File: src/rtl/tlb_pkg.sv
package tlb_pkg;
  typedef enum logic [1:0] {
    CMD_NONE  = 2'd0,
    CMD_FLUSH = 2'd1,
    CMD_WIRE  = 2'd2,
    CMD_FILL  = 2'd3
  } tlb_cmd_e;

  localparam int NPROBE     = 3;
  localparam int PROBE_LK   = 0;
  localparam int PROBE_FILL = 1;
  localparam int PROBE_WIRE = 2;
endpackage

File: src/rtl/tlb_match.sv
// Compares one page number against all slot keys at once.
module tlb_match #(
  parameter int ENTRIES = 16,
  parameter int VPN_W   = 20,
  localparam int IDX_W  = (ENTRIES > 1) ? $clog2(ENTRIES) : 1
) (
  input  logic [ENTRIES-1:0]            valid,
  input  logic [ENTRIES-1:0][VPN_W-1:0] keys,
  input  logic [VPN_W-1:0]              vpn,
  output logic [ENTRIES-1:0]            hit_vec,
  output logic [IDX_W-1:0]              hit_idx
);
  for (genvar e = 0; e < ENTRIES; e++) begin : g_cmp
    assign hit_vec[e] = valid[e] && (keys[e] == vpn);
  end

  // Keys are unique among valid slots, so OR-ing the indices is exact.
  always_comb begin
    hit_idx = '0;
    for (int i = 0; i < ENTRIES; i++) begin
      if (hit_vec[i]) hit_idx = hit_idx | IDX_W'(i);
    end
  end
endmodule

File: src/rtl/tlb_lru.sv
// Keeps one age per slot. The ages always form a permutation:
// 0 is the most recent, ENTRIES-1 the oldest.
module tlb_lru #(
  parameter int ENTRIES = 16,
  localparam int IDX_W  = (ENTRIES > 1) ? $clog2(ENTRIES) : 1
) (
  input  logic                            clk,
  input  logic                            rst_n,
  input  logic                            touch_a_en,
  input  logic [IDX_W-1:0]                touch_a_idx,
  input  logic                            touch_b_en,
  input  logic [IDX_W-1:0]                touch_b_idx,
  output logic [ENTRIES-1:0][IDX_W-1:0]   ages
);
  typedef logic [ENTRIES-1:0][IDX_W-1:0] age_vec_t;

  age_vec_t ages_q, ages_mid, ages_d;
  logic     ages_en;

  function automatic age_vec_t touch(input age_vec_t cur, input logic [IDX_W-1:0] k);
    age_vec_t nxt;
    nxt = cur;
    for (int i = 0; i < ENTRIES; i++) begin
      if (cur[i] < cur[k]) nxt[i] = cur[i] + 1'b1;
    end
    nxt[k] = '0;
    return nxt;
  endfunction

  // A lookup hit is applied first, then a fill, so the fill ends most recent.
  always_comb begin
    ages_mid = touch_a_en ? touch(ages_q, touch_a_idx) : ages_q;
    ages_d   = touch_b_en ? touch(ages_mid, touch_b_idx) : ages_mid;
    ages_en  = touch_a_en || touch_b_en;
  end

  always_ff @(posedge clk or negedge rst_n) begin
    if (!rst_n) begin
      for (int i = 0; i < ENTRIES; i++) ages_q[i] <= IDX_W'(i);
    end else if (ages_en) begin
      ages_q <= ages_d;
    end
  end

  assign ages = ages_q;
endmodule

File: src/rtl/tlb_victim.sv
// Chooses the slot a fill of a new page number goes to.
module tlb_victim #(
  parameter int ENTRIES = 16,
  localparam int IDX_W  = (ENTRIES > 1) ? $clog2(ENTRIES) : 1
) (
  input  logic [ENTRIES-1:0]            valid,
  input  logic [ENTRIES-1:0]            wired,
  input  logic [ENTRIES-1:0][IDX_W-1:0] ages,
  output logic [IDX_W-1:0]              victim_idx,
  output logic                          victim_ok
);
  logic             free_ok, old_ok;
  logic [IDX_W-1:0] free_idx, old_idx, old_age;

  always_comb begin
    // Lowest-numbered empty slot.
    free_ok  = 1'b0;
    free_idx = '0;
    for (int i = ENTRIES - 1; i >= 0; i--) begin
      if (!valid[i]) begin
        free_ok  = 1'b1;
        free_idx = IDX_W'(i);
      end
    end
    // Oldest valid unpinned slot.
    old_ok  = 1'b0;
    old_idx = '0;
    old_age = '0;
    for (int i = 0; i < ENTRIES; i++) begin
      if (valid[i] && !wired[i] && (!old_ok || ages[i] > old_age)) begin
        old_ok  = 1'b1;
        old_idx = IDX_W'(i);
        old_age = ages[i];
      end
    end
    victim_ok  = free_ok || old_ok;
    victim_idx = free_ok ? free_idx : old_idx;
  end
endmodule

File: src/rtl/tlb_wired.sv
module tlb_wired #(
  parameter int ENTRIES = 16,
  parameter int VPN_W   = 20,
  parameter int PFN_W   = 16
) (
  input  logic             clk,
  input  logic             rst_n,
  input  logic             lk_valid,
  input  logic [VPN_W-1:0] lk_vpn,
  output logic             lk_hit,
  output logic [PFN_W-1:0] lk_pfn,
  input  logic             fill_valid,
  input  logic [VPN_W-1:0] fill_vpn,
  input  logic [PFN_W-1:0] fill_pfn,
  input  logic             fill_wired,
  input  logic             flush,
  input  logic             wire_en,
  input  logic [VPN_W-1:0] wire_vpn,
  input  logic             wire_set,
  output logic             full_err
);
  import tlb_pkg::*;

  localparam int IDX_W = (ENTRIES > 1) ? $clog2(ENTRIES) : 1;

  logic [ENTRIES-1:0]            valid_q, valid_d;
  logic [ENTRIES-1:0]            wired_q, wired_d;
  logic [ENTRIES-1:0][VPN_W-1:0] key_q;
  logic [ENTRIES-1:0][PFN_W-1:0] pfn_q;
  logic                          err_q, err_d;

  logic [NPROBE-1:0][VPN_W-1:0]   probe_vpn;
  logic [NPROBE-1:0][ENTRIES-1:0] probe_vec;
  logic [NPROBE-1:0][IDX_W-1:0]   probe_idx;
  logic [NPROBE-1:0]              probe_hit;

  logic [ENTRIES-1:0][IDX_W-1:0] ages;
  logic [IDX_W-1:0]              victim_idx;
  logic                          victim_ok;

  tlb_cmd_e         cmd;
  logic             wr_en;
  logic [IDX_W-1:0] wr_idx;

  // One matcher per page-number source: lookup, fill, pin command.
  assign probe_vpn[PROBE_LK]   = lk_vpn;
  assign probe_vpn[PROBE_FILL] = fill_vpn;
  assign probe_vpn[PROBE_WIRE] = wire_vpn;

  for (genvar p = 0; p < NPROBE; p++) begin : g_probe
    tlb_match #(.ENTRIES(ENTRIES), .VPN_W(VPN_W)) u_match (
      .valid   (valid_q),
      .keys    (key_q),
      .vpn     (probe_vpn[p]),
      .hit_vec (probe_vec[p]),
      .hit_idx (probe_idx[p])
    );
    assign probe_hit[p] = |probe_vec[p];
  end

  tlb_lru #(.ENTRIES(ENTRIES)) u_lru (
    .clk         (clk),
    .rst_n       (rst_n),
    .touch_a_en  (lk_valid && probe_hit[PROBE_LK]),
    .touch_a_idx (probe_idx[PROBE_LK]),
    .touch_b_en  (wr_en),
    .touch_b_idx (wr_idx),
    .ages        (ages)
  );

  tlb_victim #(.ENTRIES(ENTRIES)) u_victim (
    .valid      (valid_q),
    .wired      (wired_q),
    .ages       (ages),
    .victim_idx (victim_idx),
    .victim_ok  (victim_ok)
  );

  // Lookup result, combinational.
  assign lk_hit = lk_valid && probe_hit[PROBE_LK];
  assign lk_pfn = lk_hit ? pfn_q[probe_idx[PROBE_LK]] : '0;

  // One command per cycle.
  always_comb begin
    if (flush)           cmd = CMD_FLUSH;
    else if (wire_en)    cmd = CMD_WIRE;
    else if (fill_valid) cmd = CMD_FILL;
    else                 cmd = CMD_NONE;
  end

  // Next state.
  always_comb begin
    valid_d = valid_q;
    wired_d = wired_q;
    err_d   = 1'b0;
    wr_en   = 1'b0;
    wr_idx  = '0;
    unique case (cmd)
      CMD_FLUSH: valid_d = valid_q & wired_q;
      CMD_WIRE: begin
        if (probe_hit[PROBE_WIRE]) wired_d[probe_idx[PROBE_WIRE]] = wire_set;
      end
      CMD_FILL: begin
        if (probe_hit[PROBE_FILL]) begin
          wr_en  = 1'b1;
          wr_idx = probe_idx[PROBE_FILL];
        end else if (victim_ok) begin
          wr_en  = 1'b1;
          wr_idx = victim_idx;
          wired_d[victim_idx] = 1'b0;
        end else begin
          err_d = 1'b1;
        end
        if (wr_en) begin
          valid_d[wr_idx] = 1'b1;
          if (fill_wired) wired_d[wr_idx] = 1'b1;
        end
      end
      default: ;
    endcase
  end

  // Control registers.
  always_ff @(posedge clk or negedge rst_n) begin
    if (!rst_n) begin
      valid_q <= '0;
      wired_q <= '0;
      err_q   <= 1'b0;
    end else begin
      valid_q <= valid_d;
      wired_q <= wired_d;
      err_q   <= err_d;
    end
  end

  // Data registers, without reset, written only on an accepted fill.
  always_ff @(posedge clk) begin
    if (wr_en) begin
      key_q[wr_idx] <= fill_vpn;
      pfn_q[wr_idx] <= fill_pfn;
    end
  end

  assign full_err = err_q;
endmodule

File: config.mk
export PLATFORM = sky130hd
export DESIGN_NAME = tlb_wired
export DESIGN_NICKNAME = d
export VERILOG_FILES = /design/src/rtl/tlb_pkg.sv /design/src/rtl/tlb_match.sv /design/src/rtl/tlb_lru.sv /design/src/rtl/tlb_victim.sv /design/src/rtl/tlb_wired.sv
export SDC_FILE = /design/constraint.sdc
export NUM_CORES = 2
export LEC_CHECK = 0
export BUFFER_PORTS_ARGS = -buffer_cell sky130_fd_sc_hd__buf_2
export CAP_MARGIN = 40
export CORE_ASPECT_RATIO = 2
export CORE_MARGIN = 1
export CORE_UTILIZATION = 45
export CTS_BUF_LIST = sky130_fd_sc_hd__clkbuf_8
export DETAILED_ROUTE_END_ITERATION = 7
export GPL_ROUTABILITY_DRIVEN = 0
export HOLD_SLACK_MARGIN = 0.03
export PLACE_DENSITY = 0.58
export SKIP_CTS_REPAIR_TIMING = 1
export SLEW_MARGIN = 20
export SYNTH_ARGS = -nofsm -noshare
export SYNTH_HDL_FRONTEND = slang
export SYNTH_HIERARCHICAL = 1
export SYNTH_SLANG_ARGS = --single-unit
File: constraint.sdc
create_clock -name clk -period 63.3 [get_ports clk]
set_input_delay 12.66 -clock clk [delete_from_list [all_inputs] [get_ports clk]]
set_output_delay 12.66 -clock clk [all_outputs]
set_load 0.05 [all_outputs]
==> reports/summary.md <==
Fraction of registers with async set or reset after synthesis: 0.144. Top cell type by total area after synthesis: sky130_fd_sc_hd__edfxtp_1. Setup repair after global routing left no endpoint under its margin. The analysis attributes to cell leakage a power of 17.5 nW. Synthesis produced a netlist whose cell count is 4205.

The top cell types in the final layout, fill and taps aside, are 722 x sky130_fd_sc_hd__xnor2_1, 576 x sky130_fd_sc_hd__edfxtp_1, 283 x sky130_fd_sc_hd__xor2_1, 213 x sky130_fd_sc_hd__nand4_1, 208 x sky130_fd_sc_hd__nand2_1. The maximum number of pins on one net before global-route repair came out at 69. The capturing point of the worst reg2reg path was u_lru/ages[5]. For the post-synthesis cell area, the log shows 0.0473 sq mm.

Hold is met by 0.561 ns. The area added between synthesis and finish was 8.05%; the sequential share of power was 0.438. No sink is reached through more buffers than the 3 on the longest clock path. After synthesis, the cell types taking the most area are sky130_fd_sc_hd__edfxtp_1 37%, sky130_fd_sc_hd__xnor2_1 13%, sky130_fd_sc_hd__xor2_1 5.2%, sky130_fd_sc_hd__mux4_2 4.7%, sky130_fd_sc_hd__ha_1 4.3%. TritonCTS built the clock tree.

For this run, the leading register cell type out of synthesis is sky130_fd_sc_hd__edfxtp_1. Post-layout total power: 1.23 mW. Source of the worst hold timing path: u_lru/ages[30]. The overall via count from detail_route is 37000, and the footprint of the multi-input gates is 0.0253 sq mm. The clock transition at the registers of the reported paths works out to 0.07 ns. The mean instance size in the synthesized netlist is 11.3 sq um, and the total of endpoints with negative setup slack in the final report is 0.

The number of global-route vias before repair was 38000; the core outline area was 0.104 sq mm. The netlist uses 119 different library cells. The H-tree generated during clock tree synthesis spans 3 levels. Commonest non-fill, non-tap cell in the layout: sky130_fd_sc_hd__xnor2_1. The startpoint identified for the worst register-to-register timing path is valid_q[0]. The number of remaining DRC errors is 0, and the flip-flop and latch count after synthesis is 673.

The number of buffers added on ports was 101; the required time of the critical path was 64.01 ns. Internal power comes to 0.816 mW. The combinational fraction of design power was 0.245; the endpoint arrival time on the critical path was 32.47 ns. The largest single stage delay on the critical path is 0.81 ns. The area enclosed by the die boundary is 0.107 sq mm. The switching part of the total is 0.337, and the total net switching power is 0.415 mW. The final max-slew violation count was 0; the headroom to the max-slew limit was 0.307. Counting flops with a built-in enable in the synthesized netlist gives 576.

Share of the clock period used by the worst path after layout: 0.502. Across the VDD grid, the largest voltage drop is 0.0260 mV. The register-to-register path setup slack was 31.54 ns; the detailed router's first-iteration violation count was 3308.

The kind of end point of the critical path was a register. Counting instances, the worst hold path has a depth of 2. The logs give 0 for the residual antenna-violating net count after detailed routing and 0.0614 ns for the post-route clock skew. The total power density per cell area was 24.1 mW/mm^2; the share of Yosys cell area claimed by the top area cell type was 0.366. Setup total negative slack on the finished layout was measured at 0 ns. The run gives 2 as the number of antenna violations at the first check in global routing. The run gives 4453 as the net count of the mapped netlist.

The estimated wirelength of the detail-placed design is 129000 microns. Across the run, the number of max-cap violations was 0. The total overflow left after global routing is 0. The clock reaches the later pin of the worst-skew pair after 0.85 ns. The final hold violation count is 0. TritonCTS created 102 clock buffers.

The layout net count was 4585. Clock tree synthesis selected as its root buffer the cell sky130_fd_sc_hd__clkbuf_8. The portion of total power attributed to the clock network is 0.318. The die outline width was 231 microns. The tightest min-delay check is of the reg -> reg type. The tools report the number of filler instances in the final layout as 9361. Library cell appearing most often on the critical path: sky130_fd_sc_hd__ha_1.

The total global-route track usage was 0.339. Sort of element at the start of the critical path: a register. Pin placement for this block handled 102 I/O pins. The flow ran to the end, and the final reports show no timing, DRC or antenna violations. After detailed routing, the number of vias per cell comes to 6.41.

The peak fanout along the critical path came out at 26. Fraction of the yosys area taken by sequential cells: 0.418. The first global-routing pass estimated 257000 microns of wire. The number of placement rows was 167; the number of clock sinks seen by CTS was 673. For the pin with the worst max-slew slack, the measured transition is 1.01 ns. The slowest stage of the critical path belongs to the cell sky130_fd_sc_hd__nor2b_1.

The die is 461 microns tall. The tools report the worst hold endpoint as u_lru/ages[30]. The detailed-router iteration count before antenna repair is 8, and the detail-routed net length per standard cell is 31.4 microns. For the worst flop-to-flop path, the logic depth is 133. The final wirelength was 182000 microns.

The fraction of final layout cells with drive strength greater than 1 came out at 0.151. The critical path in this run is classified as reg -> reg. Summing all flip-flop and latch instances after layout gives 0.0198 sq mm. The time the worst path needs with I/O delays and setup is 31.76 ns. The logs give 0.456 for the initial core utilization and 0.0315 GHz for the fmax. The yosys synthesis warning count was 6.
-- worst max path at each step --
stage,from,endpoint,slack [ns],cells past startpoint
after global routing,valid_q[0],u_lru/ages[56],29.79,137
after CTS,valid_q[0],u_lru/ages[56],32.34,139
after floorplan,lk_vpn[19],lk_pfn[10],34.99,11
after global placement,lk_vpn[12],lk_pfn[2],32.51,12
final,valid_q[0],u_lru/ages[5],31.54,133
after detailed placement,valid_q[0],u_lru/ages[56],32.43,137
-- layout make-up --
class,instances,share of cell area
tap,1352,0.0331
inverter,131,0.00962
multi-input combinational,3182,0.494
clock inverter,82,0.0129
sequential,673,0.387
clock buffer,106,0.0285
timing repair buffer,247,0.0350
antenna,3,0.000147
-- metal layers --
layer | vias to the layer above | track usage | wire [microns]
met2 | 1883 | 0.618 | 93700
met5 | - | 0 | 0
met1 | 18300 | 0.304 | 55500
li1 | 16000 | - | -
met4 | 0 | 0.338 | 20900
met3 | 872 | 0.0651 | 11500
-- cells by family (layout without fill, tap and decap cells) --
| logic type | count (synthesis) | in the layout | share of synthesized area |
|---|---|---|---|
| multiplexers | 164 | 164 | 0.0617 |
| AO/OA/AOI/OAI | 614 | 614 | 0.0932 |
| other | 0 | 3 | 0 |
| XOR/XNOR | 1005 | 1005 | 0.186 |
| adder cells (fa/ha/maj) | 173 | 173 | 0.0453 |
| buffers and inverters | 350 | 566 | 0.0525 |
| AND/OR/NAND/NOR | 1226 | 1226 | 0.144 |
| flip-flops | 673 | 673 | 0.418 |
-- critical path, delay by kind of cell, from the launching register on --
kind	cells	cell delay, ns
AOI/OAI and AO/OA	60	13.51
adders and majority gates	16	4.80
buffers and inverters	7	0.95
DFF	1	0.63
muxes	7	1.95
and+or+nand+nor	43	9.68
-- Yosys cell counts, drive strengths merged, types with 17 or more instances --
cell type	number
nor4	149
inv	131
o21ai	143
a21oi	109
xnor2	722
xor2	283
and3	50
mux2	27
edfxtp	576
nand3	163
nand2b	45
o22ai	21
nand4	222
dfstp	32
a22oi	28
nor3	63
mux4	98
or2	23
and2	26
buf	154
a31oi	25
o21a	19
nor2b	39
nand2	209
ha	164
nor2	156
mux2i	39
a211oi	17
dfrtp	65
o211ai	37
clkbuf	65
a21o	19
or4	23
-- per-stage QoR --
step | setup WS, ns | area, sq um | util | instances
after global placement | 32.51 | 48500 | 0.467 | 5547
after floorplan | 34.99 | 47300 | - | 4205
after detailed placement | 32.43 | 48900 | 0.471 | 5572
after global routing | 29.79 | 51100 | 0.492 | 5774
final | 31.54 | 51100 | 0.492 | 5776
after CTS | 32.34 | 51000 | 0.491 | 5760
-- state kept, by name, summed over array words and instances (netlist names) --
register and count:
pfn_q 256, u_lru/ages 64, full_err 1, valid_q 16, wired_q 16, key_q 320
-- power by group through the flow --
stage	logic [mW]	clock network, mW	registers, mW
after floorplan	0.215	0	0.526
after CTS	0.294	0.398	0.537
after global placement	0.288	0	0.547
after global routing	0.325	0.414	0.540
final	0.301	0.391	0.538
after detailed placement	0.293	0	0.546
(Power assumes the default switching activity.)
